===== src/rtl/chk_alu_pkg.sv =====
package chk_alu_pkg;

    typedef enum logic [1:0] {
        OP_ADD = 2'b00,
        OP_AND = 2'b01,
        OP_OR  = 2'b10,
        OP_XOR = 2'b11
    } alu_op_e;

    typedef enum logic [1:0] {
        ST_IDLE  = 2'b00,
        ST_GAP   = 2'b01,
        ST_RETRY = 2'b10
    } seq_st_e;

    // residue of a two-bit group (weight 4^k == 1 mod 3)
    function automatic logic [1:0] m3_pair(input logic [1:0] v);
        return (v == 2'd3) ? 2'd0 : v;
    endfunction

    // modulo-3 sum of two residues
    function automatic logic [1:0] m3_add(input logic [1:0] x, input logic [1:0] y);
        logic [2:0] s;
        s = {1'b0, x} + {1'b0, y};
        return (s >= 3'd3) ? 2'(s - 3'd3) : s[1:0];
    endfunction

endpackage


===== src/rtl/chk_mod3_tree.sv =====
module chk_mod3_tree
    import chk_alu_pkg::*;
#(
    parameter int NB = 16
) (
    input  logic [NB-1:0] val_i,
    output logic [1:0]    res_o
);

    localparam int NPAIR = (NB + 1) / 2;
    localparam int LVL   = (NPAIR > 1) ? $clog2(NPAIR) : 0;
    localparam int NLEAF = 1 << LVL;
    localparam int NNODE = 2 * NLEAF - 1;

    logic [2*NLEAF-1:0] padded;
    logic [1:0]         node [NNODE];

    always_comb begin
        padded         = '0;
        padded[NB-1:0] = val_i;
    end

    for (genvar i = 0; i < NLEAF; i++) begin : g_leaf
        assign node[NLEAF-1+i] = m3_pair(padded[2*i+1 -: 2]);
    end

    for (genvar k = 0; k < NLEAF - 1; k++) begin : g_node
        assign node[k] = m3_add(node[2*k+1], node[2*k+2]);
    end

    assign res_o = node[0];

endmodule


===== src/rtl/chk_alu_core.sv =====
module chk_alu_core
    import chk_alu_pkg::*;
#(
    parameter int W = 16
) (
    input  alu_op_e      op_i,
    input  logic [W-1:0] a_i,
    input  logic [W-1:0] b_i,
    input  logic         cin_i,
    input  logic         a_par_i,
    input  logic         b_par_i,
    input  logic [W-1:0] flt_i,
    output logic [W-1:0] res_o,
    output logic         cout_o,
    output logic         pred_par_o,
    output logic         mism_o
);

    localparam int SW = W + 1;

    logic [W-1:0] carry_v;
    logic [W-1:0] sum_v;
    logic [W-1:0] and_v;
    logic [W-1:0] or_v;
    logic [W-1:0] xor_v;
    logic [W-1:0] raw_v;
    logic         add_co;
    logic         par_bad;
    logic         rsd_bad;
    logic [1:0]   r_a;
    logic [1:0]   r_b;
    logic [1:0]   r_s;
    logic [1:0]   r_exp;

    // ripple adder that exposes the carry into every bit
    always_comb begin
        logic c;
        c = cin_i;
        for (int i = 0; i < W; i++) begin
            carry_v[i] = c;
            sum_v[i]   = a_i[i] ^ b_i[i] ^ c;
            c          = (a_i[i] & b_i[i]) | (c & (a_i[i] ^ b_i[i]));
        end
        add_co = c;
    end

    // both logic vectors are always formed: each predicts the other's parity
    assign and_v = a_i & b_i;
    assign or_v  = a_i | b_i;
    assign xor_v = a_i ^ b_i;

    always_comb begin
        unique case (op_i)
            OP_ADD: begin
                raw_v      = sum_v;
                pred_par_o = a_par_i ^ b_par_i ^ (^carry_v);
                cout_o     = add_co;
            end
            OP_AND: begin
                raw_v      = and_v;
                pred_par_o = a_par_i ^ b_par_i ^ (^or_v);
                cout_o     = 1'b0;
            end
            OP_OR: begin
                raw_v      = or_v;
                pred_par_o = a_par_i ^ b_par_i ^ (^and_v);
                cout_o     = 1'b0;
            end
            default: begin
                raw_v      = xor_v;
                pred_par_o = a_par_i ^ b_par_i;
                cout_o     = 1'b0;
            end
        endcase
    end

    // produced word, including any injected corruption
    assign res_o   = raw_v ^ flt_i;
    assign par_bad = (^res_o) ^ pred_par_o;

    chk_mod3_tree #(.NB(W)) u_rsd_a (
        .val_i (a_i),
        .res_o (r_a)
    );

    chk_mod3_tree #(.NB(W)) u_rsd_b (
        .val_i (b_i),
        .res_o (r_b)
    );

    chk_mod3_tree #(.NB(SW)) u_rsd_s (
        .val_i ({cout_o, res_o}),
        .res_o (r_s)
    );

    assign r_exp   = m3_add(m3_add(r_a, r_b), {1'b0, cin_i});
    assign rsd_bad = (op_i == OP_ADD) && (r_exp != r_s);
    assign mism_o  = par_bad | rsd_bad;

endmodule


===== src/rtl/checked_alu.sv =====
module checked_alu
    import chk_alu_pkg::*;
#(
    parameter int W = 16
) (
    input  logic         clk_i,
    input  logic         rst_ni,
    input  logic         valid_i,
    input  logic [1:0]   op_i,
    input  logic [W-1:0] a_i,
    input  logic         a_par_i,
    input  logic [W-1:0] b_i,
    input  logic         b_par_i,
    input  logic         cin_i,
    input  logic [W-1:0] flt_mask_i,
    input  logic         clr_fatal_i,
    output logic         res_valid_o,
    output logic [W-1:0] res_o,
    output logic         res_par_o,
    output logic         cout_o,
    output logic         in_err_o,
    output logic         alu_err_o,
    output logic         fatal_o
);

    typedef struct packed {
        seq_st_e      st;
        alu_op_e      op;
        logic [W-1:0] a;
        logic [W-1:0] b;
        logic         cin;
        logic         pa;
        logic         pb;
        logic         vld;
        logic [W-1:0] res;
        logic         par;
        logic         cout;
        logic         in_err;
        logic         alu_err;
        logic         fatal;
    } regs_t;

    regs_t        q, d;
    logic         use_held;
    alu_op_e      core_op;
    logic [W-1:0] core_a;
    logic [W-1:0] core_b;
    logic         core_cin;
    logic         core_pa;
    logic         core_pb;
    logic [W-1:0] core_res;
    logic         core_cout;
    logic         core_par;
    logic         core_mism;
    logic         in_bad;
    logic         fatal_set;
    logic         retry_pend;

    // retry re-executes the held copy; otherwise the live inputs
    assign use_held = (q.st == ST_RETRY);
    assign core_op  = use_held ? q.op  : alu_op_e'(op_i);
    assign core_a   = use_held ? q.a   : a_i;
    assign core_b   = use_held ? q.b   : b_i;
    assign core_cin = use_held ? q.cin : cin_i;
    assign core_pa  = use_held ? q.pa  : a_par_i;
    assign core_pb  = use_held ? q.pb  : b_par_i;

    chk_alu_core #(.W(W)) u_core (
        .op_i       (core_op),
        .a_i        (core_a),
        .b_i        (core_b),
        .cin_i      (core_cin),
        .a_par_i    (core_pa),
        .b_par_i    (core_pb),
        .flt_i      (flt_mask_i),
        .res_o      (core_res),
        .cout_o     (core_cout),
        .pred_par_o (core_par),
        .mism_o     (core_mism)
    );

    assign in_bad = ((^a_i) ^ a_par_i) | ((^b_i) ^ b_par_i);

    always_comb begin
        d         = q;
        d.vld     = 1'b0;
        d.in_err  = 1'b0;
        d.alu_err = 1'b0;
        fatal_set = 1'b0;
        unique case (q.st)
            ST_IDLE: begin
                if (valid_i) begin
                    d.op  = alu_op_e'(op_i);
                    d.a   = a_i;
                    d.b   = b_i;
                    d.cin = cin_i;
                    d.pa  = a_par_i;
                    d.pb  = b_par_i;
                    if (in_bad) begin
                        d.vld    = 1'b1;
                        d.res    = core_res;
                        d.par    = core_par;
                        d.cout   = core_cout;
                        d.in_err = 1'b1;
                    end else if (core_mism) begin
                        d.st = ST_GAP;
                    end else begin
                        d.vld  = 1'b1;
                        d.res  = core_res;
                        d.par  = core_par;
                        d.cout = core_cout;
                    end
                end
            end
            ST_GAP: begin
                d.st = ST_RETRY;
            end
            ST_RETRY: begin
                d.vld     = 1'b1;
                d.res     = core_res;
                d.par     = core_par;
                d.cout    = core_cout;
                d.alu_err = 1'b1;
                fatal_set = core_mism;
                d.st      = ST_IDLE;
            end
            default: begin
                d.st = ST_IDLE;
            end
        endcase
        d.fatal = fatal_set | (q.fatal & ~clr_fatal_i);
    end

    always_ff @(posedge clk_i) begin
        if (!rst_ni) begin
            q <= '0;
        end else begin
            q <= d;
        end
    end

    assign retry_pend  = (q.st != ST_IDLE);
    assign res_valid_o = q.vld;
    assign res_o       = q.res;
    assign res_par_o   = q.par;
    assign cout_o      = q.cout;
    assign in_err_o    = q.in_err;
    assign alu_err_o   = q.alu_err;
    assign fatal_o     = q.fatal;

endmodule


===== config.mk =====
export PLATFORM = sky130hd
export DESIGN_NAME = checked_alu
export DESIGN_NICKNAME = d
export VERILOG_FILES = /design/src/rtl/chk_alu_pkg.sv /design/src/rtl/chk_mod3_tree.sv /design/src/rtl/chk_alu_core.sv /design/src/rtl/checked_alu.sv
export SDC_FILE = /design/constraint.sdc
export NUM_CORES = 1
export LEC_CHECK = 0
export CORE_MARGIN = 1
export CORE_UTILIZATION = 50
export DETAILED_ROUTE_END_ITERATION = 8
export PLACE_DENSITY = 0.68
export SLEW_MARGIN = 5
export SYNTH_ARGS = -nofsm -noshare
export SYNTH_HDL_FRONTEND = slang
export SYNTH_HIERARCHICAL = 1
export SYNTH_SLANG_ARGS = --single-unit

===== constraint.sdc =====
create_clock -name clk_i -period 23.1 [get_ports clk_i]
set_input_delay 4.62 -clock clk_i [delete_from_list [all_inputs] [get_ports clk_i]]
set_output_delay 4.62 -clock clk_i [all_outputs]
set_load 0.005 [all_outputs]

==> results by group, run 1 <==
Worst setup path
  • Reg2reg path depth: 52
  • Largest stage delay on the critical path: approximately 0.96 ns
  • Data required, critical path: 23.35 ns
  • Crit. End Element: register
  • WP data arrival: slightly above 20 ns
  • Most frequent CP cell: fa_1
  • Slowest-stage cell, CP: o31ai_4
  • Startpoint Class: input port
  • Crit Path Category: in2reg
  • Worst-path maximum fanout: 19

Clock tree
  • Clk root buf: clkbuf_16
  • H-tree depth: 3
  • Total CTS buffers: 9
  • CTS tree: yes
  • Post-CTS Setup Bufs: 0
  • Clock sink count: just over 60
  • Reg clk slew, reported paths: ~0.060 ns
  • Clock Tree Buf Depth: 2
  • Post-CTS Resized: 0
  • Worst-Skew Late Latency: between 0.3 and 0.4 ns
  • # hold bufs at CTS: 0

Final layout
  • Most frequent cells in the layout: nand2_1, ha_1, clkdlybuf4s50_1, xnor2_1, dfxtp_1
  • Number of fill cells: roughly 1300
  • Antenna cell count: 0
  • NumNets Final: approximately 1100
  • Share of cells above drive strength 1: 6.65%
  • Area occupied by registers: 1220 um2
  • Layout area overhead: 14.1%
  • Most common cell after layout, fill and taps aside: nand2_1
  • Area of the multi-input gates: about 5800 um2

Outcome
  • Outcome: finished clean

Floorplan
  • Width of the chip: 124 um
  • Row count: 44
  • Die ar.: about 15000 um2
  • Core area: roughly 15000 um2
  • Initial core utilization: 51.2%
  • Die Y: 124 um
  • Boundary Pins: 79

Synth
  • Synth Flop Type: dfxtp_1
  • Synth warn: 6
  • Number of flops mapped to enable cells by yosys: 0
  • Ranking of synthesized cells by area: dfxtp_1, ha_1, fa_1
  • Syn_nets: 1016
  • Share of the synthesized area in the top cell type: ~16%
  • Synth unique cells: 50
  • Sequential-to-total area share from yosys stat: between 10% and 20%
  • Mean Syn Cell Area: between 8 and 9 um2
  • Post-Syn Instances: around 830
  • Post-synth top area cell: dfxtp_1
  • Syn Std Cell Area: roughly 7400 um2
  • Ys async rst share: 0%
  • Seq cells post-synth: between 60 and 70

Routing
  • Detailed Route Iter0 Violations: around 290
  • Antenna-violating nets left: 0
  • Via count: 5862
  • # DRC: 0
  • Pre-antenna DRT Iters: 4
  • Wire per inst: approximately 17 um
  • Via density per instance: 5.47
  • Total wire length: roughly 18000 um

Timing
  • Slew Limit Fails: 0
  • Final number of hold-violating endpoints: 0
  • RSZ-0062 raised after global routing: false
  • Slew headroom: between 10% and 20%
  • Tmin final: 20.48 ns
  • Final Cycle Share: 88.7%
  • Slew @ Worst Pin: 1.21 ns
  • # setup viols final: 0
  • Clk_skew: between 0.01 and 0.015 ns
  • Upper clock frequency limit: roughly 49 MHz
  • Total negative setup slack: 0 ns
  • Min Hold Slack: 0.453 ns

Placement
  • HPWL Detailed: roughly 15000 um
  • Buffers on Ports: 78
  • GP Congestion: between 0.8 and 0.9

GRT
  • Vias in the first global route: 5790
  • Largest net degree at the start of global routing: 41
  • Initial antenna violation count: 0
  • Global Route met1 Usage: 32.7%
  • M2 GR Usage: between 40% and 50%
  • Global route overflow: 0
  • First-pass GRT wire length: between 20000 and 30000 um
  • Busiest grt layer: met2
  • GRT Util Overall: between 20% and 30%
  • M3 GR Usage: under 10%

Worst hold path
  • Hold depth: 2
  • Min-Delay Path Class: reg2reg

Run
  • Max cap viols: 0
[worst paths after layout]
kind / slack, ns / to / start
setup reg to reg: 6.27 / res_o[9] / q[59]
setup / recovery: 2.62 / res_o[9] / a_i[0]
hold reg to reg: 0.45 / q[51] / q[51]
hold / removal: 0.45 / q[51] / q[51]
[Yosys cell counts, types with 4 or more instances]
| cell type | n |
|---|---|
| o21ai_0 | 18 |
| nor2_1 | 22 |
| xor2_1 | 27 |
| mux2i_1 | 18 |
| or3_1 | 4 |
| nor3_1 | 24 |
| dfxtp_1 | 61 |
| o32a_1 | 17 |
| mux2_1 | 13 |
| mux2_2 | 25 |
| nor2b_1 | 53 |
| buf_4 | 16 |
| clkbuf_1 | 17 |
| nand2b_1 | 16 |
| ha_1 | 84 |
| or4b_1 | 17 |
| buf_2 | 5 |
| o21a_1 | 18 |
| nand2_1 | 127 |
| o2111ai_1 | 13 |
| a21oi_1 | 43 |
| inv_1 | 46 |
| xnor2_1 | 72 |
| fa_1 | 41 |
[metrics by stage]
step | instances | setup slack, ns | instance area [um2] | util (%)
after global routing | 1071 | 1.87 | 8500 | 58.5
after floorplan | 834 | 4.33 | 7440 | -
final | 1071 | 2.62 | 8500 | 58.5
after detailed placement | 1056 | 2.27 | 8230 | 56.6
after global placement | 1056 | 2.68 | 8230 | 56.6
after CTS | 1071 | 2.61 | 8500 | 58.5
[kinds of logic after synthesis]
family,synth area share (%)
buffers and inverters,6.10
AND/OR/NAND/NOR,18.4
XOR/XNOR,14.6
AO/OA/AOI/OAI,11.2
adder cells (fa/ha/maj),25.1
multiplexers,8.17
flip-flops,16.4
[final cells by class]
class / count / area share (%)
sequential: 61 / 14.4
clock inverter: 4 / 0.295
clock buffer: 11 / 2.86
tap: 184 / 2.71
timing repair buffer: 82 / 9.54
inverter: 49 / 2.16
multi-input combinational: 680 / 68.1
[layer usage]
layer,share of wire (%),up-vias
met5,0,-
met4,1.5,0
met3,2.6,16
met2,48,98
met1,48,2834
li1,-,2914
[flip-flops by register name, indices dropped and copies added (netlist names)]
signal and count:
fatal_o 1, alu_err_o 1, res_valid_o 1, in_err_o 1, q 39, res_o 16, cout_o 1, res_par_o 1
[critical path: cells and delay by family]
kind	cells	cell delay, ns
muxes	3	0.83
adders and majority gates	27	10.31
AOI/OAI and AO/OA	8	1.85
and+or+nand+nor	7	1.88
buffers and inverters	4	0.78
xor gates and xnor gates	2	0.42
Power of run 1 is not shown: default switching activity piles up to over one toggle a cycle in this logic, so the estimate is an artifact.
==> inputs of run 2 (changes only) <==
==> constraint.sdc (replaced) <==
create_clock -name clk_i -period 22.3 [get_ports clk_i]
set_input_delay 4.46 -clock clk_i [delete_from_list [all_inputs] [get_ports clk_i]]
set_output_delay 4.46 -clock clk_i [all_outputs]
set_load 0.005 [all_outputs]
==> run 2 against run 1 <==
Net effect:
- global-route usage decreased by 0.076 points
- sequential share of layout area about the same
- non-clock buffer count unchanged
- final cell count about the same
- first-iteration DRC count decreased by 12%
- critical path type unchanged
- highest routed layer unchanged
==> results by group, run 2 (synthesized netlist as in run 1, its figures left out) <==
Outcome
  • Outcome: finished clean

GRT
  • First-pass GRT wire length: 28800 um
  • Largest net degree at the start of global routing: between 40 and 50
  • Global route overflow: 0
  • Vias in the first global route: 5804
  • GRT Util Overall: 24.7%
  • Initial antenna violation count: 0

Worst setup path
  • Slowest-stage cell, CP: o31ai_4
  • WP data arrival: between 20 and 25 ns
  • Crit Path Category: in2reg
  • Startpoint Class: input port
  • Data required, critical path: between 20 and 25 ns
  • Crit. End Element: register
  • Most frequent CP cell: fa_1
  • Largest stage delay on the critical path: 0.97 ns
  • Worst-path maximum fanout: 19

Clock tree
  • Post-CTS Setup Bufs: 0
  • CTS tree: yes
  • Clock sink count: 61
  • Worst-Skew Late Latency: 0.33 ns
  • Clk root buf: clkbuf_16
  • H-tree depth: 3
  • Post-CTS Resized: 0
  • # hold bufs at CTS: 0
  • Reg clk slew, reported paths: 0.06 ns
  • Clock Tree Buf Depth: 2
  • Total CTS buffers: 9

Floorplan
  • Core area: 14500 um2
  • Width of the chip: about 120 um
  • Row count: 44
  • Die Y: 124 um
  • Initial core utilization: between 50% and 60%
  • Boundary Pins: 79
  • Die ar.: 15400 um2

Routing
  • Met3 wire length: 629 um
  • Total wire length: approximately 18000 um
  • DR WL met2: between 8000 and 9000 um
  • Via count: a little under 6000
  • Antenna-violating nets left: 0
  • Wire per inst: between 15 and 20 um
  • DR top layer: met4
  • Pre-antenna DRT Iters: 5
  • Via density per instance: 5.43
  • # DRC: 0
  • Met1 wire length: 8410 um
  • Detailed Route Iter0 Violations: 250

Placement
  • HPWL Detailed: between 10000 and 15000 um
  • Buffers on Ports: between 70 and 80
  • GP Congestion: about 0.84
  • Pre-CTS WS: ~1.6 ns

Timing
  • Upper clock frequency limit: around 50 MHz
  • Final Cycle Share: around nine tenths
  • Total negative setup slack: 0 ns
  • Slew headroom: 19.0%
  • Clk_skew: roughly 0.012 ns
  • Slew Limit Fails: 0
  • # setup viols final: 0
  • Slew @ Worst Pin: approximately 1.2 ns
  • RSZ-0062 raised after global routing: false
  • Setup ws final: 1.93 ns
  • Final number of hold-violating endpoints: 0
  • Tmin final: approximately 20 ns

Final layout
  • Layout area overhead: 14.1%
  • Largest register by flop count: q
  • Most common cell after layout, fill and taps aside: nand2_1
  • Core Util, Final: 58.4%
  • Largest register FFs: 39
  • Antenna cell count: 0
  • NumNets Final: between 1000 and 1500
  • Share of cells above drive strength 1: about 6.5%
  • Most frequent cells in the layout: nand2_1, ha_1, clkdlybuf4s50_1, xnor2_1, dfxtp_1

Run
  • Max cap viols: 0

Worst hold path
  • Min-Delay Path Class: reg2reg
## run 2: cell count changes in the layout (fill, tap and decap cells not counted), sizes merged
cell,before,now
clkbuf,11,12
## run 2: path summary, 6_finish.rpt
kind | from | endpoint | slack, ns | depth (start not counted)
setup / recovery | a_i[0] | res_o[9] | 1.93 | 51
hold / removal | q[31] | q[31] | 0.45 | 2
setup reg to reg | q[59] | res_o[9] | 5.46 | 52
hold reg to reg | q[31] | q[31] | 0.45 | 2
## run 2: area by class of cell
type	count	area, um2
well taps	184	230
clock inverters	4	25.0
flip-flops and latches	61	1220
clock buffers	12	236
inverters	49	184
multi-input cells	680	5780
fillers	1286	6040
repair buffers	82	811
## run 2: per-stage QoR
stage	area, um2	hold WS [ns]	instances
after global placement	8230	0.437	1056
after CTS	8490	0.452	1072
after global routing	8490	0.472	1072
final	8490	0.454	1072
after floorplan	7440	0.432	834
after detailed placement	8230	0.445	1056
## run 2: routing by layer
layer,vias to the layer above,global-route usage (%)
li1,2911,-
met1,2791,33.1
met2,99,41.7
met3,19,2.61
met4,0,7.37
met5,-,0
## run 2: critical path, delay by kind of cell
kind / cells / cell delay [ns]
muxes: 3 / 0.83
and+or+nand+nor: 7 / 1.91
buffers and inverters: 4 / 0.77
AOI/OAI and AO/OA: 8 / 1.89
xor gates and xnor gates: 2 / 0.42
adders and majority gates: 27 / 10.30
Power of run 2 is left out for the same reason.
